<file path="config.mk">
export PLATFORM = sky130hd
export DESIGN_NAME = dual_stage_wdog
export DESIGN_NICKNAME = d
export VERILOG_FILES = /design/src/rtl/wdog2_pkg.sv /design/src/rtl/wdog2_loadsel.sv /design/src/rtl/wdog2_counter.sv /design/src/rtl/wdog2_ctrl.sv /design/src/rtl/dual_stage_wdog.sv
export SDC_FILE = /design/constraint.sdc
export NUM_CORES = 1
export LEC_CHECK = 0
export CORE_MARGIN = 2
export CORE_UTILIZATION = 45
export CTS_BUF_LIST = sky130_fd_sc_hd__clkbuf_4
export DETAILED_ROUTE_END_ITERATION = 7
export GPL_ROUTABILITY_DRIVEN = 0
export PLACE_DENSITY = 0.66
export SLEW_MARGIN = 20
export SYNTH_ARGS = -nofsm -noshare
export SYNTH_HDL_FRONTEND = slang
export SYNTH_SLANG_ARGS = --single-unit
</file>
<file path="constraint.sdc">
create_clock -name clk -period 3 [get_ports clk]
set_clock_uncertainty 0.05 [all_clocks]
set_input_delay 0.6 -clock clk [delete_from_list [all_inputs] [get_ports clk]]
set_output_delay 0.6 -clock clk [all_outputs]
set_load 0.05 [all_outputs]
</file>
<file path="src/rtl/wdog2_pkg.sv">
package wdog2_pkg;

  // Countdown phase held by the controller
  typedef enum logic [1:0] {
    ST_IDLE = 2'd0,
    ST_ONE  = 2'd1,
    ST_TWO  = 2'd2
  } wd_stage_e;

  // Warning routing codes seen on warn_sel
  localparam logic [1:0] WARN_CODE_IRQ = 2'd0;
  localparam logic [1:0] WARN_CODE_SMI = 2'd2;

endpackage

</file>
<file path="src/rtl/wdog2_loadsel.sv">
module wdog2_loadsel #(
  parameter int PRELOAD_W  = 20,
  parameter int SLOW_SHIFT = 15,
  parameter int FAST_SHIFT = 5,
  parameter int CNT_W      = PRELOAD_W + SLOW_SHIFT
) (
  input  logic                 use_two,
  input  logic                 fast_tick,
  input  logic [PRELOAD_W-1:0] preload_one,
  input  logic [PRELOAD_W-1:0] preload_two,
  output logic [CNT_W-1:0]     load_val
);

  logic [PRELOAD_W-1:0] picked;
  logic [CNT_W-1:0]     widened;
  logic [CNT_W-1:0]     scaled;

  assign picked  = use_two ? preload_two : preload_one;
  assign widened = CNT_W'(picked);

  generate
    if (FAST_SHIFT == SLOW_SHIFT) begin : g_one_scale
      assign scaled = widened << SLOW_SHIFT;
    end else begin : g_two_scale
      logic [CNT_W-1:0] coarse;
      logic [CNT_W-1:0] fine;
      assign coarse = widened << SLOW_SHIFT;
      assign fine   = widened << FAST_SHIFT;
      assign scaled = fast_tick ? fine : coarse;
    end
  endgenerate

  // A zero interval is stretched to the shortest legal stage of one edge
  always_comb begin
    if (scaled == '0) load_val = CNT_W'(1);
    else              load_val = scaled;
  end

endmodule

</file>
<file path="src/rtl/wdog2_counter.sv">
module wdog2_counter #(
  parameter int CNT_W = 35
) (
  input  logic             clk,
  input  logic             rst_n,
  input  logic             load,
  input  logic [CNT_W-1:0] load_val,
  input  logic             run,
  output logic             expire
);

  logic [CNT_W-1:0] cnt_q;
  logic [CNT_W-1:0] cnt_d;
  logic             cnt_en;

  assign cnt_en = load | (run & (cnt_q != '0));

  always_comb begin
    cnt_d = cnt_q;
    if (load)        cnt_d = load_val;
    else if (cnt_en) cnt_d = cnt_q - CNT_W'(1);
  end

  always_ff @(posedge clk or negedge rst_n) begin
    if (!rst_n)      cnt_q <= '0;
    else if (cnt_en) cnt_q <= cnt_d;
  end

  assign expire = run & (cnt_q <= CNT_W'(1));


  load_take_chk: assert property (@(posedge clk) disable iff (!rst_n)
    load |=> (cnt_q == $past(load_val)));


  step_down_chk: assert property (@(posedge clk) disable iff (!rst_n)
    (run && !load && cnt_q > CNT_W'(1)) |=> (cnt_q == $past(cnt_q) - CNT_W'(1)));


  frozen_idle_chk: assert property (@(posedge clk) disable iff (!rst_n)
    (!run && !load) |=> $stable(cnt_q));

endmodule

</file>
<file path="src/rtl/wdog2_ctrl.sv">
module wdog2_ctrl
  import wdog2_pkg::*;
(
  input  logic       clk,
  input  logic       rst_n,
  input  logic       wd_enable,
  input  logic       kick,
  input  logic [1:0] warn_sel,
  input  logic       reboot_en,
  input  logic       free_run,
  input  logic       cause_clr,
  input  logic       expire,
  output logic       load,
  output logic       use_two,
  output logic       run,
  output logic       warn_irq,
  output logic       warn_smi,
  output logic       reset_req,
  output logic       reboot_cause
);

  wd_stage_e stage_q, stage_d;
  logic      en_q;
  logic      irq_q, irq_d;
  logic      smi_q, smi_d;
  logic      rst_q, rst_d;
  logic      cause_q, cause_d;
  logic      rise;

  assign rise = wd_enable & ~en_q;
  assign run  = (stage_q != ST_IDLE);

  always_comb begin
    stage_d = stage_q;
    load    = 1'b0;
    use_two = 1'b0;
    irq_d   = 1'b0;
    smi_d   = 1'b0;
    rst_d   = 1'b0;
    cause_d = cause_q;
    if (cause_clr) cause_d = 1'b0;

    if (!wd_enable) begin
      stage_d = ST_IDLE;
    end else if (kick || rise) begin
      stage_d = ST_ONE;
      load    = 1'b1;
    end else if (expire) begin
      case (stage_q)
        ST_ONE: begin
          stage_d = ST_TWO;
          load    = 1'b1;
          use_two = 1'b1;
          irq_d   = (warn_sel == WARN_CODE_IRQ);
          smi_d   = (warn_sel == WARN_CODE_SMI);
        end
        ST_TWO: begin
          if (reboot_en) begin
            rst_d   = 1'b1;
            cause_d = 1'b1;
          end
          if (free_run) begin
            stage_d = ST_ONE;
            load    = 1'b1;
          end else begin
            stage_d = ST_IDLE;
          end
        end
        default: stage_d = ST_IDLE;
      endcase
    end
  end

  always_ff @(posedge clk or negedge rst_n) begin
    if (!rst_n) begin
      stage_q <= ST_IDLE;
      en_q    <= 1'b0;
      irq_q   <= 1'b0;
      smi_q   <= 1'b0;
      rst_q   <= 1'b0;
      cause_q <= 1'b0;
    end else begin
      stage_q <= stage_d;
      en_q    <= wd_enable;
      irq_q   <= irq_d;
      smi_q   <= smi_d;
      rst_q   <= rst_d;
      cause_q <= cause_d;
    end
  end

  assign warn_irq     = irq_q;
  assign warn_smi     = smi_q;
  assign reset_req    = rst_q;
  assign reboot_cause = cause_q;


  strobe_excl_chk: assert property (@(posedge clk) disable iff (!rst_n)
    $onehot0({warn_irq, warn_smi, reset_req}));


  irq_pulse_chk: assert property (@(posedge clk) disable iff (!rst_n)
    warn_irq |=> !warn_irq);


  cause_with_reset_chk: assert property (@(posedge clk) disable iff (!rst_n)
    reset_req |-> reboot_cause);


  disable_idle_chk: assert property (@(posedge clk) disable iff (!rst_n)
    !wd_enable |=> (stage_q == ST_IDLE));


  kick_wins_chk: assert property (@(posedge clk) disable iff (!rst_n)
    (wd_enable && kick) |=> (!warn_irq && !warn_smi && !reset_req && stage_q == ST_ONE));


  cause_hold_chk: assert property (@(posedge clk) disable iff (!rst_n)
    (reboot_cause && !cause_clr) |=> reboot_cause);

endmodule

</file>
<file path="src/rtl/dual_stage_wdog.sv">
module dual_stage_wdog #(
  parameter int PRELOAD_W  = 20,
  parameter int SLOW_SHIFT = 15,
  parameter int FAST_SHIFT = 5
) (
  input  logic                 clk,
  input  logic                 rst_n,
  input  logic                 wd_enable,
  input  logic                 kick,
  input  logic                 fast_tick,
  input  logic [1:0]           warn_sel,
  input  logic                 reboot_en,
  input  logic                 free_run,
  input  logic [PRELOAD_W-1:0] stage1_preload,
  input  logic [PRELOAD_W-1:0] stage2_preload,
  input  logic                 cause_clr,
  output logic                 warn_irq,
  output logic                 warn_smi,
  output logic                 reset_req,
  output logic                 reboot_cause
);

  localparam int CNT_W = PRELOAD_W + SLOW_SHIFT;

  logic             load;
  logic             use_two;
  logic             run;
  logic             expire;
  logic [CNT_W-1:0] load_val;

  wdog2_loadsel #(
    .PRELOAD_W (PRELOAD_W),
    .SLOW_SHIFT(SLOW_SHIFT),
    .FAST_SHIFT(FAST_SHIFT),
    .CNT_W     (CNT_W)
  ) u_loadsel (
    .use_two    (use_two),
    .fast_tick  (fast_tick),
    .preload_one(stage1_preload),
    .preload_two(stage2_preload),
    .load_val   (load_val)
  );

  wdog2_counter #(
    .CNT_W(CNT_W)
  ) u_counter (
    .clk     (clk),
    .rst_n   (rst_n),
    .load    (load),
    .load_val(load_val),
    .run     (run),
    .expire  (expire)
  );

  wdog2_ctrl u_ctrl (
    .clk         (clk),
    .rst_n       (rst_n),
    .wd_enable   (wd_enable),
    .kick        (kick),
    .warn_sel    (warn_sel),
    .reboot_en   (reboot_en),
    .free_run    (free_run),
    .cause_clr   (cause_clr),
    .expire      (expire),
    .load        (load),
    .use_two     (use_two),
    .run         (run),
    .warn_irq    (warn_irq),
    .warn_smi    (warn_smi),
    .reset_req   (reset_req),
    .reboot_cause(reboot_cause)
  );

endmodule

</file>
Word level (Yosys, flattened, before mapping). Index checks and enable logic that the tools add are counted.

Bits in registers: 42. Bits in latches: 0. RAM bits: 0. Memory bits (read-only): 0. Input bits: 50. Output and inout port bits: 4. Word-level logic and storage cells: 60. Memories: 0.

Add/sub/neg operators: 1. $mul: 0. Divide/modulo/power cells: 0. Order comparisons: 1. Equal/unequal tests: 4. Shift operators: 0. Muxes and demuxes: 37. Bitwise gates (word level): 5. Reduce and logical (&&, ||, !) cells: 5.

Operators by type and width (number): $mux 35 (3); $le 35x1->1 const B (1); $logic_not 35->1 (1); $reduce_bool 35->1 (1); $sub 35x1->35 const B (1); $mux 1 (28); $mux 20 (1); $mux 2 (3); $eq 2x2->1 const B (2); $pmux 2 s2 (1); $and 1x1->1 (3); $ne 3x1->1 const B (1); $eq 2x1->1 const B (1); $logic_not 2->1 (1); $pmux 1 s2 (1); $reduce_bool 2->1 (1); $logic_or 1x1->1 (1); $not 1->1 (1); $or 1x1->1 (1).

Depth between registers and ports, before layout.
Word-level depth: 10. Depth in mapped cells: 11. Mapped depth without buffers: 8.

Hierarchy. A second synthesis with hierarchy kept.

Cells, all modules: 410. Area total of the unflattened synthesis: 3608.5 um^2.

By module, submodules not included: wdog2_counter (instances 1, cells each 292, area an instance 2379.8 um^2, seq. area each 875.8 um^2); wdog2_loadsel (instances 1, cells each 85, area an instance 847.1 um^2, seq. area each 0.0 um^2); wdog2_ctrl (instances 1, cells each 33, area an instance 381.6 um^2, seq. area each 175.2 um^2).

Worst setup path before layout. OpenSTA, ideal clock, no wires.

Path kind: flip-flop to flip-flop. From: reg u_counter.cnt_q[25]. To: reg u_counter.cnt_q[0]. Library setup time: 0.120 ns. Data arrival time: 2.459 ns. Data required time: 2.830 ns. Setup slack: 0.371 ns. Stages on the path, launching flop included: 9. Path buffers: 2. Period minus slack after synthesis: 2.629 ns. Path through: dfrtp_1 or4_1 buf_2 or2_1 or3_4 o31ai_4 buf_4 nor2_1 a31o_1.

Longest elaborated chain between the ends: 10. Elaborated cells on any way between the ends: 16. Those cells by class: order compare (1); mux (10); bitwise (3); reduce/logical (2).

RTL lines: start: declaration (line wdog2_counter.sv:12) `logic [CNT_W-1:0] cnt_q;`; start signal: assignment (line wdog2_counter.sv:26) `else if (cnt_en) cnt_q <= cnt_d;`; $le 35x1->1 (line wdog2_counter.sv:29) `assign expire = run & (cnt_q <= CNT_W'(1));`; $and 1x1->1 (line wdog2_counter.sv:29); $mux 1 (line wdog2_ctrl.sv:48) `end else if (expire) begin`; $mux 1 (line wdog2_ctrl.sv:45) `end else if (kick || rise) begin`; $mux 1 (line wdog2_ctrl.sv:43) `if (!wd_enable) begin`; $mux 20 (line wdog2_loadsel.sv:18) `assign picked = use_two ? preload_two : preload_one;`; $mux 35 (line wdog2_loadsel.sv:29) `assign scaled = fast_tick ? fine : coarse;`; $logic_not 35->1 (line wdog2_loadsel.sv:35) `if (scaled == '0) load_val = CNT_W'(1);`; $mux 35 (line wdog2_loadsel.sv:35); $mux 35 (line wdog2_counter.sv:20) `if (load) cnt_d = load_val;`.

Several ways; a longest one is shown, not always the timed one. A chain may end at the register's enable or synchronous reset.

Worst setup path after layout.
From: reg u_counter.cnt_q[28]. To: reg u_counter.cnt_q[21].

The elaborated chain is that of the path after synthesis.

==> reports/metrics.yaml <==
status: "complete, no violations"
viasPerCell: 5.875
cts_resized: 0
grt_max_degree: 43
synth_area_mm2: 0.003228
place_ws_ns: 0.03589
worst_hold_path_type: "input pin to asynchronous set/reset pin"
mostFrequentLayoutCells: "52 x clkdlybuf4s50_1, 42 x dfrtp_1, 30 x xor2_1"
vdd_ir_drop_max_v: 0.0001811
worstMarginPinSlew_ns: 0.9535
rsz0062_at_grt: "false"
synth-simple-area-share_pct: 26.47
worst-setup-path-type: "register to register"
setup_tns_ns: 0
cp_max_fo: 21
postLayoutCoreUtil_pct: 58.80
critPathCaptureType: "register"
die_w_um: 88.70
synth-xor-area-share_pct: 8.682
clkTransAtPathRegs_ns: 0.13
synth-seq-area-share_pct: 32.56
synth_edf_count: 0
cts_tree: "done"
numCtsBuffers: 5
pwr-share-clk_pct: 16.8
antenna_found_initial: 0
synthMuxAreaShare_pct: 16.71
vias: 2920
cts_sinks: 42
fmax_ghz: 0.3519
portBuffers: 53
maxCapViolCount: 0
die_h_um: 88.70
synthCells: 340
p_per_area_mw_per_mm2: 409.6
row_count: 30
synth-seq-cells: 42
yosys.area_share.adder_pct: 2.713
fin_hold_ws_ns: 0.3221
antenna_left: 0
synth_top_family_by_area: "simple AND/OR/NAND/NOR gates"
synth_cell_types: 50
critPathMaxStageDelay_ns: 0.63
htreeDepth: 2
p_sw_uw: 626.6
p_int_uw: 1027
slowest_stage: "or4_1"
n_antenna_cell: 0
cts_hold_buf: 0
clockRootBuffer: "clkbuf_4"
setup_ws_ns: 0.1584
grt_pass1_vias: 2882
syn_avg_cell_area_um2: 9.494
wl_per_cell_um: 17.43
combPwrFrac_pct: 37.8
crit_required_ns: 3.20
drive_gt1_share_pct: 16.46
totalWireLength_um: 8664
syn_nets: 397
dieArea_mm2: 0.007867
synth-async-reset-ratio_pct: 100.0
seq_power_share_pct: 45.4
drtPass1Iterations: 4
finalSetupViolCount: 0
min_period_over_period_pct: 94.72
io_pins: 54
critPathBufInv: 1
clock_latency_ns: 0.36
startpoint_type: "register"
worstPathCellList: "or4_1 -> or2_1 -> or3_4 -> o31ai_4 -> buf_12 -> mux2_2"
grt_use_total_pct: 23.75
p_sw_share_pct: 37.88
synth_compound_area_share_pct: 8.527
mostFrequentLayoutCell: "clkdlybuf4s50_1"
grt_pass1_wl_um: 14300
leakage_uw: 0.001574
drc: 0
ctsLongestPathBuffers: 2
final_nets: 457
worst_ep_arrival_time_ns: 3.04
core_area_mm2: 0.006869
start_util_pct: 46.99
drv_slew: 0
grt_overflow: 0
period_needed_ns: 2.842
yosysWarnings: 0
drt_iter0_drc: 235
crit_family: "simple AND/OR/NAND/NOR gates"
post-cts-setup-buffers: 0
hold_violations: 0
slew_headroom_pct: 36.43
dp_hpwl_um: 6676
synthFlopType: "dfrtp_1"
area_growth_pct: 25.12
[cell families after synthesis]
| kind of cell | Yosys count |
|---|---|
| simple gates | 149 |
| compound gates | 42 |
| flops | 42 |
| mux | 36 |
| xor+xnor | 32 |
| buf+inv | 32 |
| fa+ha+maj | 7 |
[cells in the mapped netlist, types with 9 or more instances]
library cell | n | share of area (%)
nand2_1 | 25 | 2.9
xor2_1 | 30 | 8.1
inv_1 | 9 | 1.0
o22ai_1 | 9 | 1.7
nand3_1 | 16 | 2.5
nor4_1 | 17 | 3.3
o21ai_0 | 15 | 2.3
clkbuf_1 | 12 | 1.4
nand4_1 | 21 | 4.1
nor3_1 | 12 | 1.9
nor2_1 | 25 | 2.9
dfrtp_1 | 42 | 33
mux2_2 | 22 | 7.7
[routing by layer]
| layer | part of all wire, % | GRT usage, % | wire (um) |
|---|---|---|---|
| met1 | 46 | 32.41 | 4013 |
| met2 | 47 | 39.28 | 4081 |
| met5 | 0 | 0 | 0 |
| met4 | 1.9 | 7.576 | 167 |
| met3 | 4.6 | 2.985 | 402 |
[sequential cells by signal (all words and copies together) (netlist names)]
signal / cells
u_ctrl.reboot_cause: 1
u_ctrl.warn_smi: 1
u_ctrl.warn_irq: 1
u_counter.cnt_q: 35
u_ctrl.stage_q: 2
u_ctrl.reset_req: 1
u_ctrl.en_q: 1
[final cells by class]
class                      count  area, um2
sequential                    42       1051
tap                           96      120.1
clock buffer                   5      37.54
fill                         608       2830
inverter                       9      33.78
timing repair buffer          76      735.7
clock inverter                 3      16.27
multi-input combinational    266       2044
[path summary, 6_finish.rpt]
path | start | endpoint | slack, ns | cells after the start
max reg2reg | u_counter.cnt_q[28]$_DFFE_PN0P_ | u_counter.cnt_q[21]$_DFFE_PN0P_ | 0.16 | 6
max | u_counter.cnt_q[28]$_DFFE_PN0P_ | u_counter.cnt_q[21]$_DFFE_PN0P_ | 0.16 | 6
min | rst_n | u_ctrl.warn_smi$_DFF_PN0_ | 0.32 | 1
min reg2reg | u_ctrl.reboot_cause$_DFF_PN0_ | u_ctrl.reboot_cause$_DFF_PN0_ | 0.45 | 1
min in group clk | u_ctrl.reboot_cause$_DFF_PN0_ | u_ctrl.reboot_cause$_DFF_PN0_ | 0.45 | 1
max in group asynchronous | rst_n | u_counter.cnt_q[21]$_DFFE_PN0P_ | 1.98 | 1
[power by group through the flow]
stage                     registers, uW  logic (uW)  clock network (uW)
after floorplan                     740         386                   0
after global placement              759         611                   0
after detailed placement            760         618                   0
after CTS                           750         622                 290
after global routing                767         689                 307
final                               752         625                 278
[per-stage QoR]
stage / power [uW] / area [um2] / cells
after floorplan: 1126 / 3228 / 340
after global placement: 1369 / 3985 / 489
after detailed placement: 1378 / 3985 / 489
after CTS: 1662 / 4039 / 497
after global routing: 1763 / 4039 / 497
final: 1654 / 4039 / 497
Note: power is estimated with default switching activity, not from simulation.
